--- src/rtl/alt_deser_pkg.sv ---
package alt_deser_pkg;
  typedef enum logic [2:0] {
    ST_IDLE  = 3'd0,
    ST_BYTE  = 3'd1,
    ST_DRAIN = 3'd2,
    ST_TAIL  = 3'd3,
    ST_HALT  = 3'd4
  } rx_state_t;
endpackage

--- src/rtl/alt_deser_edge.sv ---
module alt_deser_edge #(
  parameter int N = 2
) (
  input  logic         clk,
  input  logic         rst_n,
  input  logic [N-1:0] lvl,
  output logic [N-1:0] fall
);
  // idle wires rest high, so the history starts high
  for (genvar gi = 0; gi < N; gi++) begin : g_line
    logic prev_q;
    always_ff @(posedge clk or negedge rst_n) begin
      if (!rst_n) prev_q <= 1'b1;
      else        prev_q <= lvl[gi];
    end
    assign fall[gi] = prev_q & ~lvl[gi];
  end
endmodule

--- src/rtl/alt_deser_shift.sv ---
module alt_deser_shift #(
  parameter int DATA_W = 8,
  localparam int PAIRS = DATA_W / 2,
  localparam int CW    = $clog2(PAIRS + 1)
) (
  input  logic              clk,
  input  logic              rst_n,
  input  logic              clr,
  input  logic              take_a,
  input  logic              take_b,
  input  logic              take_mark,
  input  logic              bit_in,
  output logic [CW-1:0]     cnt_a,
  output logic [CW-1:0]     cnt_b,
  output logic [DATA_W-1:0] data,
  output logic              first
);
  localparam logic [CW-1:0] ONE = CW'(1);

  always_ff @(posedge clk or negedge rst_n) begin
    if (!rst_n) begin
      cnt_a <= '0;
      cnt_b <= '0;
      data  <= '0;
      first <= 1'b1;
    end else if (clr) begin
      cnt_a <= '0;
      cnt_b <= '0;
      data  <= '0;
      first <= ~take_mark;
    end else begin
      if (take_a || take_b) data <= {data[DATA_W-2:0], bit_in};
      if (take_a) cnt_a <= cnt_a + ONE;
      if (take_b) cnt_b <= cnt_b + ONE;
      if (take_mark) first <= 1'b0;
    end
  end

  AST_CNT_LOCKSTEP: assert property (@(posedge clk) disable iff (!rst_n)
    (cnt_a == cnt_b) || (cnt_a == cnt_b + ONE));
  AST_ONE_TAKE: assert property (@(posedge clk) disable iff (!rst_n)
    !(take_a && take_b));
endmodule

--- src/rtl/alt_deser_rx.sv ---
module alt_deser_rx
  import alt_deser_pkg::*;
#(
  parameter int DATA_W = 8
) (
  input  logic              clk,
  input  logic              rst_n,
  input  logic              enable,
  input  logic              line_a,
  input  logic              line_b,
  output logic [DATA_W-1:0] byte_data,
  output logic              byte_valid,
  output logic              end_seen,
  output logic              frame_err
);
  localparam int PAIRS = DATA_W / 2;
  localparam int CW    = $clog2(PAIRS + 1);
  localparam logic [CW-1:0] ONE    = CW'(1);
  localparam logic [CW-1:0] LAST_B = CW'(PAIRS - 1);

  rx_state_t state, nxt;
  logic [1:0] fall;
  logic fa, fb;
  logic [CW-1:0] cnt_a, cnt_b;
  logic [DATA_W-1:0] data;
  logic first;
  logic clr, take_a, take_b, take_mark, bit_in;
  logic ev_issue, ev_end, ev_err;
  logic tail_ok;

  alt_deser_edge #(.N(2)) u_edge (
    .clk  (clk),
    .rst_n(rst_n),
    .lvl  ({line_b, line_a}),
    .fall (fall)
  );
  assign fa = fall[0];
  assign fb = fall[1];

  alt_deser_shift #(.DATA_W(DATA_W)) u_shift (
    .clk      (clk),
    .rst_n    (rst_n),
    .clr      (clr),
    .take_a   (take_a),
    .take_b   (take_b),
    .take_mark(take_mark),
    .bit_in   (bit_in),
    .cnt_a    (cnt_a),
    .cnt_b    (cnt_b),
    .data     (data),
    .first    (first)
  );

  // a second A fall right after a lone zero bit, with B low, opens the end check
  assign tail_ok = (cnt_a == ONE) && (cnt_b == '0) && (data == '0) && !line_b;

  always_comb begin
    nxt       = state;
    clr       = 1'b0;
    take_a    = 1'b0;
    take_b    = 1'b0;
    take_mark = 1'b0;
    bit_in    = 1'b0;
    ev_issue  = 1'b0;
    ev_end    = 1'b0;
    ev_err    = 1'b0;
    unique case (state)
      ST_IDLE: begin
        if (enable) begin
          clr = 1'b1;
          nxt = ST_BYTE;
        end
      end
      ST_BYTE: begin
        if (fa && fb) begin
          ev_err = 1'b1;
        end else if (fa) begin
          if (cnt_a == cnt_b) begin
            take_a = 1'b1;
            bit_in = line_b;
          end else if (tail_ok) begin
            nxt = ST_TAIL;
          end else begin
            ev_err = 1'b1;
          end
        end else if (fb) begin
          if (cnt_a == cnt_b + ONE) begin
            take_b = 1'b1;
            bit_in = line_a;
            if (cnt_b == LAST_B) nxt = ST_DRAIN;
          end else if ((cnt_a == '0) && (cnt_b == '0) && first && line_a) begin
            take_mark = 1'b1;
          end else begin
            ev_err = 1'b1;
          end
        end
      end
      ST_DRAIN: begin
        if (line_a) begin
          ev_issue  = 1'b1;
          clr       = 1'b1;
          take_mark = fb;
          nxt       = ST_BYTE;
        end
      end
      ST_TAIL: begin
        if (line_a && line_b) begin
          ev_end = 1'b1;
          nxt    = ST_HALT;
        end else if (fa || fb) begin
          ev_err = 1'b1;
        end
      end
      default: ;
    endcase
    if (ev_err) nxt = ST_HALT;
    if (!enable) begin
      nxt      = ST_IDLE;
      ev_issue = 1'b0;
      ev_end   = 1'b0;
      ev_err   = 1'b0;
    end
  end

  always_ff @(posedge clk or negedge rst_n) begin
    if (!rst_n) begin
      state      <= ST_IDLE;
      byte_data  <= '0;
      byte_valid <= 1'b0;
      end_seen   <= 1'b0;
      frame_err  <= 1'b0;
    end else begin
      state      <= nxt;
      byte_valid <= ev_issue;
      end_seen   <= ev_end;
      frame_err  <= ev_err;
      if (ev_issue) byte_data <= data;
    end
  end

  AST_VALID_PULSE: assert property (@(posedge clk) disable iff (!rst_n)
    byte_valid |=> !byte_valid);
  AST_ISSUE_A_HIGH: assert property (@(posedge clk) disable iff (!rst_n)
    byte_valid |-> $past(line_a));
  AST_ERR_STOPS: assert property (@(posedge clk) disable iff (!rst_n)
    frame_err |=> !byte_valid && !end_seen && !frame_err);
  AST_QUIET_OFF: assert property (@(posedge clk) disable iff (!rst_n)
    !enable |=> !(byte_valid || end_seen || frame_err));
  AST_EXCLUSIVE: assert property (@(posedge clk) disable iff (!rst_n)
    $onehot0({byte_valid, end_seen, frame_err}));
endmodule

--- config.mk ---
export PLATFORM = sky130hd
export DESIGN_NAME = alt_deser_rx
export DESIGN_NICKNAME = d
export VERILOG_FILES = /design/src/rtl/alt_deser_pkg.sv /design/src/rtl/alt_deser_edge.sv /design/src/rtl/alt_deser_shift.sv /design/src/rtl/alt_deser_rx.sv
export SDC_FILE = /design/constraint.sdc
export NUM_CORES = 1
export LEC_CHECK = 0
export CAP_MARGIN = 10
export CORE_MARGIN = 2
export CORE_UTILIZATION = 55
export CTS_CLUSTER_SIZE = 40
export DETAILED_ROUTE_END_ITERATION = 8
export GPL_TIMING_DRIVEN = 0
export PLACE_DENSITY = 0.77
export SYNTH_ARGS = -nofsm -noshare
export SYNTH_HDL_FRONTEND = slang
export SYNTH_HIERARCHICAL = 1
export SYNTH_SLANG_ARGS = --single-unit
export TNS_END_PERCENT = 30
--- constraint.sdc ---
create_clock -name clk -period 3 [get_ports clk]
set_clock_uncertainty 0.05 [all_clocks]
set_input_delay 0.45 -clock clk [delete_from_list [all_inputs] [get_ports clk]]
set_output_delay 0.45 -clock clk [all_outputs]
set_load 0.01 [all_outputs]
After elaboration in Yosys (flattened, before gate mapping)
Cells that the tools add are included.
{"block": "op_classes", "n_reduce_logical": 20, "n_bitwise": 5, "add_sub_neg": 2, "n_eq_ne": 16, "n_mux": 61}
{"op": "$mux 3", "count": 15}
{"op": "$mux 1", "count": 40}
{"op": "$ne 5x5->1 const B", "count": 5}
{"op": "$mux 8", "count": 2}
{"op": "$ne 4x4->1 const B", "count": 3}
{"op": "$pmux 3 s4", "count": 1}
{"op": "$eq 3x2->1 const B", "count": 3}
{"op": "$logic_not 3->1", "count": 3}
{"op": "$reduce_and 9->1", "count": 1}
{"op": "$logic_and 1x1->1", "count": 8}
{"op": "$logic_not 8->1", "count": 1}
{"op": "$reduce_bool 2->1", "count": 4}
{"op": "$add 3x1->3 const B", "count": 2}
{"op": "$eq 3x1->1 const B", "count": 2}
{"op": "$eq 3x3->1", "count": 2}
{"op": "$ne 6x1->1 const B", "count": 1}
{"op": "$pmux 1 s2", "count": 3}
{"op": "$not 1->1", "count": 3}
{"op": "$and 1x1->1", "count": 2}
{"op": "$logic_or 1x1->1", "count": 2}
{"op": "$logic_not 1->1", "count": 1}
{"block": "totals", "input_bits": 5, "regBits": 31, "elab_cells": 115, "out_inout_bits": 11}

Logic depth before layout (Yosys ltp)
{"block": "depth", "ltp_word": 12, "ltp_mapped": 8, "ltp_nobuf": 8}

Modules after synthesis
Netlist, hierarchy kept.
{"module": "alt_deser_rx", "n_inst": 1, "seq_area_each_um2": 350.3, "area_per_inst_um2": 859.6, "cells_per_inst": 82}
{"module": "alt_deser_shift", "n_inst": 1, "seq_area_each_um2": 376.6, "area_per_inst_um2": 664.4, "cells_per_inst": 53}
{"module": "alt_deser_edge", "n_inst": 1, "seq_area_each_um2": 52.6, "area_per_inst_um2": 80.1, "cells_per_inst": 4}

Least setup slack after synthesis
No wires, ideal clock.
{"block": "synth_path", "path_type": "register to register", "start": "register u_shift.cnt_b[0]", "end": "register u_shift.data[0]", "period_less_slack_ns": 2.365, "path_stages_with_launch": 9, "setup_slack_ns": 0.635, "required_ns": 2.871, "setup_ns": 0.079, "path_buffers": 1, "arrival_time_ns": 2.236, "cell_sequence": "dfrtp_1 > ha_1 > ha_1 > xnor2_1 > or3_4 > nor3_2 > or2_1 > buf_6 > mux2i_1"}
{"block": "synth_between", "elab_chain_cells": 9, "elab_cells_between_ends": 22, "cone_classes": "add/sub: 1; eq/ne: 2; mux: 17; reduce/logical: 2"}
{"item": "start: declaration", "line_no": "alt_deser_shift.sv:14", "rtl": "output logic [CW-1:0] cnt_b,"}
{"item": "start signal: assignment", "line_no": "alt_deser_shift.sv:34", "rtl": "if (take_b) cnt_b <= cnt_b + ONE;"}
{"item": "$add 3x1->3", "line_no": "alt_deser_rx.sv:87", "rtl": "if (cnt_a == cnt_b + ONE) begin"}
{"item": "$eq 3x3->1", "line_no": "alt_deser_rx.sv:87"}
{"item": "$mux 1", "line_no": "alt_deser_rx.sv:87"}
{"item": "$mux 1", "line_no": "alt_deser_rx.sv:86", "rtl": "end else if (fb) begin"}
{"item": "$mux 1", "line_no": "alt_deser_rx.sv:77", "rtl": "end else if (fa) begin"}
{"item": "$mux 1", "line_no": "alt_deser_rx.sv:75", "rtl": "if (fa && fb) begin"}
{"item": "$mux 1", "line_no": "alt_deser_rx.sv:67", "rtl": "unique case (state)"}
{"item": "net take_b", "line_no": "alt_deser_rx.sv:27", "rtl": "logic clr, take_a, take_b, take_mark, bit_in;"}
{"item": "$logic_or 1x1->1", "line_no": "alt_deser_shift.sv:32", "rtl": "if (take_a || take_b) data <= {data[DATA_W-2:0], bit_in};"}
{"item": "$reduce_bool 2->1 (no source line)"}
{"item": "end signal: assignment", "line_no": "alt_deser_shift.sv:32"}
{"item": "end: declaration", "line_no": "alt_deser_shift.sv:15", "rtl": "output logic [DATA_W-1:0] data,"}
The timed path passes the listed nets, and every way through them passes these cells. The select of a mux whose other input is x is not followed.
A chain may end at the register's enable or synchronous reset.

Final worst setup path
{"block": "layout_path", "start": "register u_shift.cnt_b[0]", "end": "register u_shift.data[3]"}
The elaborated chain is that of the path after synthesis.

==> results.md <==
- Status: finished, final reports clean
- Main combinational cell family by area after synthesis: simple AND/OR/NAND/NOR gates
- Required time worst endpoint: 3.19 ns
- Fmax: 380 MHz
- Layout cells sized above 1: 19.0%
- Initial antenna violation count: 0
- Worst R2R Setup Slack: 0.37 ns
- Fillers: 217
- Post-synth top flop: dfrtp_1
- Seq/Total Area, Yosys: 48.6%
- Highest-delay cell along the critical path: dfrtp_1
- Clock sink count: 31
- First-pass GRT wire length: 5120 um
- Reg2reg start: u_shift/cnt_b[0]
- DRC: 0
- GP Congestion: 0.782
- Final period util: 87.7%
- Syn Nets: 149
- Root buf cell: clkbuf_4
- Setup Viol. Count Final: 0
- CP startpoint kind: register
- Maximum clock insertion buffer count: 2
- Max stage delay on crit path: 0.46 ns
- Hold wc startpoint: byte_data[5]
- Leak: 0.828 nW
- Number of flops mapped to enable cells by yosys: 0
- Worst Reg-to-Reg Cells: 8
- Synth unique cells: 41
- Multi-input gate area: 786 um2
- Boundary Pins: 16
- Mux cell area share after synthesis: 11.9%
- TritonCTS clock tree: yes
- Post-route minimum period: 2.63 ns
- Initial DRC Count: 30
- FFs w/ async S/R, synth: 100%
- Largest net degree at the start of global routing: 20
- Aggregate global-route resource usage: 20.3%
- Via density: 5.75
- Hold Path Depth: 1
- PortBufs: 15
- Worst relative slew slack: 50.6%
- Synth Cell Area: 1600 um2
- Sum Neg Setup Slack: 0 ns
- Worst R2R End: u_shift/data[3]
- Clk slew on worst S/H paths: 0.09 ns
- Pwr/cell area: 491 nW/um2
- CTS Hold Bufs: 0
- Die width: 58.0 um
- Routed length per instance: 15.0 um
- Synth top area share: 43.7%
- Core box area: 2760 um2
- Crit path DAT: 2.82 ns
- Crit Path Class: reg2reg
- Non-filler cells in the finished layout: 194
- Final wirelength: 2920 um
- Post-CTS resize count: 0
- Total of max-cap violations: 0
- Max IR drop VDD: 400 uV
- Seq cells post-synth: 31
- DR pass1 iterations: 4
- DR vias: 1116
- Warnings from Yosys: 6
- Post-Synth Adder-Cell Area: 3.90%
- Simple-gate area share of the yosys netlist: 20.3%
- XOR/XNOR Fraction of Synth Area: 3.82%
- Max FO, Critical Path: 8
- Die area: 3360 um2
- Vias in the first global route: 1134
- Dominant cell type by area after synthesis: dfrtp_1
- Min-Delay Path Class: reg2reg
- Placed Cells: 186
- CTS buffer count: 5
- Final nets: 172
- Crit path top cell by count: ha_1
- Syn avg cell area: 11.5 um2
- Grt ovf: 0
- FP Rows: 19
- H-tree lvl count: 2
- Hold Path End: byte_data[5]
- Register Area: 779 um2
- Synthesis-to-finish area growth: 16.8%
- Worst skew pair latency: 0.32 ns
- WP buf/inv: 1
- Final Hold Vio Count: 0
- DP Wirelength: 2190 um
- Fin. max-slew vios: 0
- N_diodes: 0
- Starting Density: 58.2%
- Synth Area in Compound Gates: 9.13%
- CP top delay family: simple AND/OR/NAND/NOR gates
- Critical-path cell list: ha_1 -> ha_1 -> xnor2_1 -> or3_4 -> nor3_2 -> or2_1 -> buf_6 -> mux2i_1
- Die Ht: 58.0 um
- Leading post-synthesis cells by cell area: dfrtp_1 44%, mux2i_1 6.2%, mux2_2 5.6%
- Cells after synthesis: 139
- Post-CTS Setup Inserts: 0
- Crit. End Element: register
- Routed Antenna Nets: 0
- Unrepaired setup endpoints after global routing: false
- Worst slew pin tran: 0.737 ns
worst max path at each step:
stage,start,endpoint,slack [ns],depth (start not counted)
final,u_shift/cnt_b[0],u_shift/data[3],0.37,8
after global routing,u_shift/cnt_b[0],u_shift/data[7],0.25,8
after CTS,u_shift/cnt_b[0],u_shift/data[3],0.34,8
after detailed placement,line_a,u_shift/data[7],0.22,6
after global placement,line_a,u_shift/data[7],0.31,6
after floorplan,u_shift/cnt_b[0],u_shift/data[0],0.64,8
synthesized netlist by cell type (3+ instances only):
| cell | n |
|---|---|
| nand2b_1 | 11 |
| mux2i_1 | 10 |
| xnor2_1 | 6 |
| nor3_1 | 3 |
| nand2_1 | 3 |
| mux2_2 | 8 |
| inv_1 | 5 |
| nand3b_1 | 3 |
| nor2_1 | 11 |
| nor2b_1 | 3 |
| ha_1 | 5 |
| dfstp_2 | 3 |
| a21oi_1 | 5 |
| nand3_1 | 3 |
| dfrtp_1 | 28 |
kinds of logic (layout without fill, tap and decap cells):
group,Yosys count,count (layout)
adder cells (fa/ha/maj),5,5
buffers and inverters,8,32
flip-flops,31,31
AO/OA/AOI/OAI,19,19
XOR/XNOR,7,7
multiplexers,18,18
AND/OR/NAND/NOR,51,51
metal layers:
layer	vias up	GRT usage, %	share of wire (%)
met5	-	0	0
li1	539	-	-
met2	22	31.5	48
met3	7	6.25	4.4
met1	548	26.0	46
met4	0	9.63	2.0
layout by cell type, fill, tap and decap left out, types with 2 or more instances in the layout:
cell type / count
clkbuf_4: 5
nand2_1: 3
a211oi_1: 2
nand3_1: 3
xnor2_1: 6
nand2b_1: 11
and2_1: 2
clkbuf_1: 2
nor2b_1: 3
clkdlybuf4s50_1: 15
inv_1: 5
mux2i_1: 10
mux2_2: 8
dfstp_2: 3
nand3b_1: 3
a21bo_2: 2
ha_1: 5
nor2b_4: 2
a21oi_1: 5
nor2_1: 11
dfrtp_1: 28
nor3_1: 3
o31ai_1: 2
o21ai_0: 2
worst reg2reg max path, cell delays in order (launching register included):
cell	delay, ns
dfrtp_1	0.46
ha_1	0.24
ha_1	0.29
xnor2_1	0.13
or3_4	0.43
nor3_2	0.42
or2_1	0.19
buf_6	0.15
mux2i_1	0.20
flip-flops by register name, indices dropped and copies added, names as in the netlist:
signal                count
u_shift/cnt_a             3
end_seen                  1
u_shift/data              8
state                     3
frame_err                 1
u_shift/first             1
u_edge/g_line.prev_q      2
byte_valid                1
byte_data                 8
u_shift/cnt_b             3
where the power goes:
part,internal (mW),switching [mW]
logic,0.104,0.117
registers,0.441,0.0271
clock network,0.0903,0.140
total,0.636,0.284
final cells by class:
class	instances	area share (%)
clock buffer	6	2.20
tap	31	2.07
inverter	5	1.00
buffer	3	1.07
multi-input combinational	100	41.9
timing repair buffer	16	9.48
sequential	31	41.6
clock inverter	2	0.668
per-stage QoR:
step | util (%) | cell area [um2] | setup WS [ns] | hold WS [ns] | power (mW)
final | 68.0 | 1870 | 0.370 | 0.461 | 0.920
after detailed placement | 66.0 | 1820 | 0.224 | 0.441 | 0.699
after global placement | 65.0 | 1790 | 0.311 | 0.425 | 0.683
after CTS | 68.0 | 1870 | 0.344 | 0.464 | 0.932
after floorplan | - | 1600 | 0.635 | 0.104 | 0.637
after global routing | 68.0 | 1870 | 0.246 | 0.483 | 0.974
Power figures use the tool's default switching activity.
